### src/rtl/mdio_master.sv
module mdio_master #(
  parameter int CLK_DIV = 8
) (
  input  logic        clk,
  input  logic        rst_n,
  input  logic [1:0]  reg_addr,
  input  logic        reg_we,
  input  logic [31:0] reg_wdata,
  output logic [31:0] reg_rdata,
  output logic        mdc,
  output logic        mdio_o,
  output logic        mdio_oe,
  input  logic        mdio_i
);
  localparam int HALF = CLK_DIV / 2;
  localparam int CW   = (CLK_DIV > 2) ? $clog2(CLK_DIV) : 1;

  logic          mode, pre;
  logic [15:0]   wdat, rdat, rsh;
  logic          valid, wr_pend, rd_pend, rd_op, ta_bad;
  logic [63:0]   frame;
  logic [5:0]    bidx;
  logic [CW-1:0] cnt;
  logic          mdc_r;

  logic [1:0] cmd_op;
  logic [4:0] cmd_phy, cmd_reg;
  logic [1:0] wire_op;
  logic       op_ok, is_rd, busy, launch, end_now, cmd_wr;

  assign cmd_op  = reg_wdata[17:16];
  assign cmd_phy = reg_wdata[12:8];
  assign cmd_reg = reg_wdata[4:0];
  assign busy    = wr_pend | rd_pend;
  assign cmd_wr  = reg_we && (reg_addr == 2'd1);

  always_comb begin
    wire_op = 2'b00;
    op_ok   = 1'b1;
    is_rd   = 1'b0;
    if (mode) begin
      case (cmd_op)
        2'd0: wire_op = 2'b00;
        2'd1: wire_op = 2'b01;
        2'd3: begin wire_op = 2'b11; is_rd = 1'b1; end
        default: op_ok = 1'b0;
      endcase
    end else begin
      case (cmd_op)
        2'd0: wire_op = 2'b01;
        2'd1: begin wire_op = 2'b10; is_rd = 1'b1; end
        default: op_ok = 1'b0;
      endcase
    end
  end

  assign launch  = cmd_wr && !busy && op_ok;
  assign end_now = busy && (cnt == CW'(CLK_DIV - 1)) && (bidx == 6'd0);

  always_ff @(posedge clk or negedge rst_n) begin
    if (!rst_n) begin
      mode    <= 1'b0;
      pre     <= 1'b1;
      wdat    <= '0;
      rdat    <= '0;
      rsh     <= '0;
      valid   <= 1'b0;
      wr_pend <= 1'b0;
      rd_pend <= 1'b0;
      rd_op   <= 1'b0;
      ta_bad  <= 1'b0;
      frame   <= '0;
      bidx    <= '0;
      cnt     <= '0;
      mdc_r   <= 1'b0;
    end else begin
      if (reg_we && reg_addr == 2'd0) begin
        mode <= reg_wdata[0];
        pre  <= reg_wdata[1];
      end
      if (reg_we && reg_addr == 2'd2) wdat <= reg_wdata[15:0];
      if (launch) begin
        frame   <= {32'hFFFF_FFFF, (mode ? 2'b00 : 2'b01), wire_op,
                    cmd_phy, cmd_reg, 2'b10, wdat};
        bidx    <= pre ? 6'd63 : 6'd31;
        cnt     <= '0;
        mdc_r   <= 1'b0;
        rd_op   <= is_rd;
        ta_bad  <= 1'b0;
        wr_pend <= !is_rd;
        rd_pend <= is_rd;
        if (is_rd) valid <= 1'b0;
      end else if (busy) begin
        if (cnt == CW'(HALF - 1)) begin
          mdc_r <= 1'b1;
          if (rd_op && bidx == 6'd16) ta_bad <= mdio_i;
          if (rd_op && bidx < 6'd16) rsh <= {rsh[14:0], mdio_i};
        end
        if (cnt == CW'(CLK_DIV - 1)) begin
          cnt   <= '0;
          mdc_r <= 1'b0;
          if (bidx == 6'd0) begin
            wr_pend <= 1'b0;
            rd_pend <= 1'b0;
            if (rd_op) begin
              rdat  <= rsh;
              valid <= !ta_bad;
            end
          end else begin
            bidx <= bidx - 6'd1;
          end
        end else begin
          cnt <= cnt + CW'(1);
        end
      end
    end
  end

  assign mdc     = mdc_r;
  assign mdio_o  = busy ? frame[bidx] : 1'b1;
  assign mdio_oe = busy && !(rd_op && bidx <= 6'd17);

  always_comb begin
    case (reg_addr)
      2'd0:    reg_rdata = {30'd0, pre, mode};
      2'd2:    reg_rdata = {wr_pend, 15'd0, wdat};
      2'd3:    reg_rdata = {rd_pend, valid, 14'd0, rdat};
      default: reg_rdata = 32'd0;
    endcase
  end

  logic unused_bits;
  assign unused_bits = ^{reg_wdata[31:18], reg_wdata[15:13], reg_wdata[7:5]};

  assert_idle_released_R1: assert property (@(posedge clk) disable iff (!rst_n)
    !busy |-> (!mdio_oe && !mdc));

  assert_stable_while_high_R2: assert property (@(posedge clk) disable iff (!rst_n)
    (mdc && $past(mdc)) |-> $stable(mdio_o));

  assert_release_on_read_R4: assert property (@(posedge clk) disable iff (!rst_n)
    (rd_pend && bidx <= 6'd17) |-> !mdio_oe);

  assert_single_pending_R9: assert property (@(posedge clk) disable iff (!rst_n)
    !(wr_pend && rd_pend));

  assert_cmd_ignored_R10: assert property (@(posedge clk) disable iff (!rst_n)
    (busy && cmd_wr && !end_now) |=> (busy && $stable(frame)));

  assert_bad_op_R11: assert property (@(posedge clk) disable iff (!rst_n)
    (!busy && cmd_wr && !op_ok) |=> !busy);
endmodule

### config.mk
export PLATFORM = sky130hd
export DESIGN_NAME = mdio_master
export DESIGN_NICKNAME = d
export VERILOG_FILES = /design/src/rtl/mdio_master.sv
export SDC_FILE = /design/constraint.sdc
export NUM_CORES = 1
export LEC_CHECK = 0
export ABC_AREA = 1
export BUFFER_PORTS_ARGS = -buffer_cell sky130_fd_sc_hd__clkbuf_2
export CAP_MARGIN = 20
export CORE_ASPECT_RATIO = 1.25
export CORE_MARGIN = 5
export CORE_UTILIZATION = 45
export CTS_BUF_LIST = sky130_fd_sc_hd__clkbuf_4
export DETAILED_ROUTE_END_ITERATION = 10
export GPL_TIMING_DRIVEN = 0
export MAX_ROUTING_LAYER = met4
export PLACE_DENSITY = 0.71
export SETUP_SLACK_MARGIN = 0.2
export SLEW_MARGIN = 20
export SYNTH_ARGS = -nofsm -noshare
export SYNTH_HDL_FRONTEND = slang
export SYNTH_SLANG_ARGS = --single-unit
### constraint.sdc
create_clock -name clk -period 2.2 [get_ports clk]
set_clock_uncertainty 0.05 [all_clocks]
set_input_delay 0.22 -clock clk [delete_from_list [all_inputs] [get_ports clk]]
set_output_delay 0.22 -clock clk [all_outputs]
set_load 0.01 [all_outputs]
==> results <==
- The flow ran to the end, but the final reports show violations.
- The final reports fail on negative setup slack.
- The clock network is responsible for 17.9% of the overall power.
- Of the synthesized area, sequential elements account for between 50% and 60%.
- For this run, asynchronously set or reset flops after synthesis account for 100%.
- The most used flip-flop cell after synthesis is dfrtp_1.
- IR analysis of the VDD net gives a maximum drop of approximately 440 µV.
- The tree built by TritonCTS fans out to 95 sinks.
- Synthesis produced a netlist whose cell count is roughly 550.
- The initialized floorplan defines ~40 standard-cell rows.
- Counting tap cells, the placed design contains a total of about 740 instances.
- Yosys instantiated no cell more often than nand2_1.
- The number of different library cells in the post-synthesis netlist is 33.
- Cells fill 56.8% of the core in the end.
- Counting the buffers created by CTS gives 9.
- On the worst path, the slowest cell contributes a delay of 420 ps.
- The die is approximately 120 µm tall.
- After synthesis the netlist holds a flip-flop and latch count of 95.
- The worst-case headroom to the max-slew limit is just under 50%.
- The fraction of power spent switching nets is around 38%.
- The count of port buffers added during placement is 44.
- Dividing the detail-routed via count by the number of cells gives 5.04.
- The logic gate share of total power is a little under two fifths.
- The total count of max-transition violations in the final report is 0.
- The clock-pin transition on the worst setup and hold timing paths is roughly 150 ps.
- The total setup violations reported at the end of the flow is 1.
- The worst-path maximum fanout is 5.
- In this run the cell area of the synthesized design comes to 0.00457 mm².
- 73 I/O pins were placed.
- Internal power comes to 0.00338 W.
- For the worst setup path, the data required time is 1930 ps.
- The worst-case setup margin in the final layout is -29.6 ps.
- Summing the areas of all and, or, nand and nor instances in the mapped netlist gives between 20% and 30% of the synthesized area.
- Summed over all nets, the switching power comes to 0.00204 W.
- Multiplexer cells account for 0% of the synthesized area.
- The cell leakage power is approximately 2.8 nW.
- Summing the areas of all fa, ha and maj instances in the mapped netlist gives between 1.5 and 2% of the synthesized area.
- The nature of the critical path endpoint is an output port.
- The count of placed standard cells in the final layout, fillers left out is about 800.
- Across every metal layer, demand over resource in global routing totals roughly 20%.
- Ranked by total cell area, the synthesized netlist is headed by dfrtp_1 (51%), nand2_1 (13%), o21ai_0 (8.2%).
- Across the run, the number of max-cap violations was 0.
- The area of the die is around 0.012 mm².
- The count of TritonRoute iterations in the first routing pass is 6.
- The time the worst path needs with I/O delays and setup is approximately 2200 ps.
- For the pin with the worst max-slew slack, the measured transition is 770 ps.
- Entering global routing, the biggest net connects 96 pins.
- The CTS tree is done.
- The ratio of final minimum period to clock period is 101%.
- The xor and xnor fraction of the mapped netlist area is less than 1%.
- Counting stages on the worst path, the most repeated cell is nand2_1.
- Detailed placement ended at an HPWL of 8.01 mm.
- The post-route netlist has a little over a fifth of its cells at a drive strength greater than 1.
- The biggest area contributor in the post-synthesis netlist is dfrtp_1.
- The main combinational cell family by area after synthesis is simple AND/OR/NAND/NOR gates.
- The wire length of the first global-routing pass is about 19 mm.
- The final antenna diode count is 0.
- For this design the ratio of total power to cell area is between 900 and 1000 mW/mm².
- The data arrival at the endpoint of the critical path is 1960 ps.
- For this configuration, the core starts out at a cell density of ~46%.
- After global routing the overflow that remains totals 0.
- The number of global-route vias before repair is between 3,000 and 4,000.
- The mean area per synthesized cell is 8.27 µm².
- The deepest clock path buffer count is 2.
- The number of failing hold endpoints at the final stage was 0.
- For this run, the post-layout net count is about 700.
- The area of the core region is 0.0100 mm².
- After synthesis, the largest area contributor takes up 51.5% of total cell area.
- The routed wire length is ~12 mm.
- The number of antenna violations at the first check in global routing is 0.
- The maximum clock rate is approximately 0.45 GHz.
- The cell at the slowest stage of the critical path is dfrtp_1.
- The critical path startpoint category is a register.
- The H-tree was split into 3 levels.
- Walking the worst path, the cells encountered are buf_6, inv_8, buf_8, nand2_4, nand3_2, nand2_1, nand3b_1, nand2_2, nand2_1, nand3_1, buf_2.
- The routability congestion estimate from global placement is 0.844.
- Sorting the synthesized cells by how often they occur yields nand2_1 (154), dfrtp_1 (94), inv_1 (80).
- Counting the fill cells in the layout gives 888.
- The synthesized-area fraction occupied by ao, oa, aoi and oai cells is between 10% and 20%.
- Clock latency on the worst-skew pair, taken at its later pin, is 480 ps.
- The die extent in x is 100 µm.
- Setup repair after global routing could not meet its margin everywhere.
- The detailed router finished its first iteration with 327 violations.
- The final route contains slightly below 4,000 vias.
- For this run, the number of Yosys warnings is 0.
- Once detail routing completed, the nets flagged for antenna violations numbered 0.
- The buffer cell driving the clock tree root is clkbuf_4.
- The synthesized design contains 0 enable-type register cells.
- The worst setup path is of the reg2out kind.
- Of the total power, registers draw between 40 and 50%.
- The path category of the worst min-delay check is in2reg.
- The count of unresolved DRC violations after routing is 0.
- The area added between synthesis and finish is 24.3%.
- The routed wire length per instance is around 15 µm.
==> worst max-delay path: cells and delay by family, from the launching register on <==
family	cells	cell delay, ps
flops	1	420
buf+inv	4	480
simple gates	7	600
==> metrics by stage <==
| stage | power, W | hold WS [ps] | area, µm² | setup TNS [ps] | worst slack (ps) |
|---|---|---|---|---|---|
| 2_1_floorplan | 0.00347 | -126 | 4620 | 0 | 414 |
| 3_3_place_gp | 0.00388 | 415 | 5000 | -22390 | -243 |
| 3_5_place_dp | 0.00396 | 301 | 5010 | 0 | 66.9 |
| 4_1_cts | 0.00517 | 33.4 | 5490 | 0 | 25.3 |
| 5_1_grt | 0.00577 | 52.7 | 5680 | -290 | -164 |
| 6_report | 0.00542 | 60.6 | 5680 | -29.6 | -29.6 |
==> sequential cells by signal, indices dropped and copies added (netlist names) <==
signal   count
frame       30
rdat        16
rsh         16
wdat        16
bidx         6
cnt          3
mdc          1
mode         1
pre          1
rd_op        1
rd_pend      1
ta_bad       1
valid        1
wr_pend      1
==> layout make-up <==
cell class                 instances  area (µm²)  share of cell area (%)
sequential                        95        2380                    41.9
multi-input combinational        353        1810                    31.9
timing repair buffer              78         601                    10.6
inverter                          82         323                    5.68
buffer                            36         267                    4.69
tap                              129         161                    2.84
clock inverter                     7        73.8                    1.30
clock buffer                       9        67.6                    1.19
==> power by group through the flow <==
stage	logic, W	registers (W)	clock network [W]
global route	0.00225	0.00247	0.00105
global placement	0.00146	0.00242	0
CTS	0.00179	0.00241	0.000973
detailed placement	0.00152	0.00244	0
floorplan	0.00110	0.00237	0
finish	0.00203	0.00242	0.000972
==> cell usage in the layout (no fill, tap or decap), types with 12 or more instances in the layout <==
cell             n
nand2_1        146
dfrtp_1         94
inv_1           79
o21ai_0         74
clkbuf_2        41
nor2_1          24
buf_4           22
dlygate4sd3_1   20
nand3_1         17
conb_1          14
o21ai_2         12
==> worst paths after layout <==
path                             start  endpoint  slack [ps]  cells past startpoint
setup / recovery               bidx[0]    mdio_o         -30                     11
hold / removal             reg_addr[1]       pre          60                      4
setup reg to reg               bidx[0]   rdat[7]          60                     12
hold reg to reg               rdat[13]  rdat[13]         450                      2
max in group asynchronous        rst_n   rsh[10]        1240                      2
min in group asynchronous        rst_n    cnt[2]         300                      2
==> cell families (layout without fill, tap and decap cells) <==
kind of cell	Yosys count	in the layout
simple gates	217	217
buf+inv	118	212
compound gates	115	115
flops	95	95
fa+ha+maj	6	6
other cells	1	14
xor+xnor	1	1
==> timing repair <==
| item | CTS | global route |
|---|---|---|
| buffers inserted | 5 | 6 |
| hold endpoints to repair | 118 | 0 |
| hold buffers | 20 | 0 |
| endpoints found under the setup margin | 21 | 20 |
| gates resized for setup | 22 | 29 |
| gates cloned | 1 | 2 |
| pin swaps | 8 | 13 |
==> per-layer routing <==
metal	share of wire, %	vias to the layer above	global-route usage, %
met5	0	-	-
met4	3.5	0	9.60
met3	4.6	33	3.64
met2	52	125	33.3
met1	40	1904	23.0
li1	-	1918	-
Note: power is estimated with default switching activity, not from simulation.
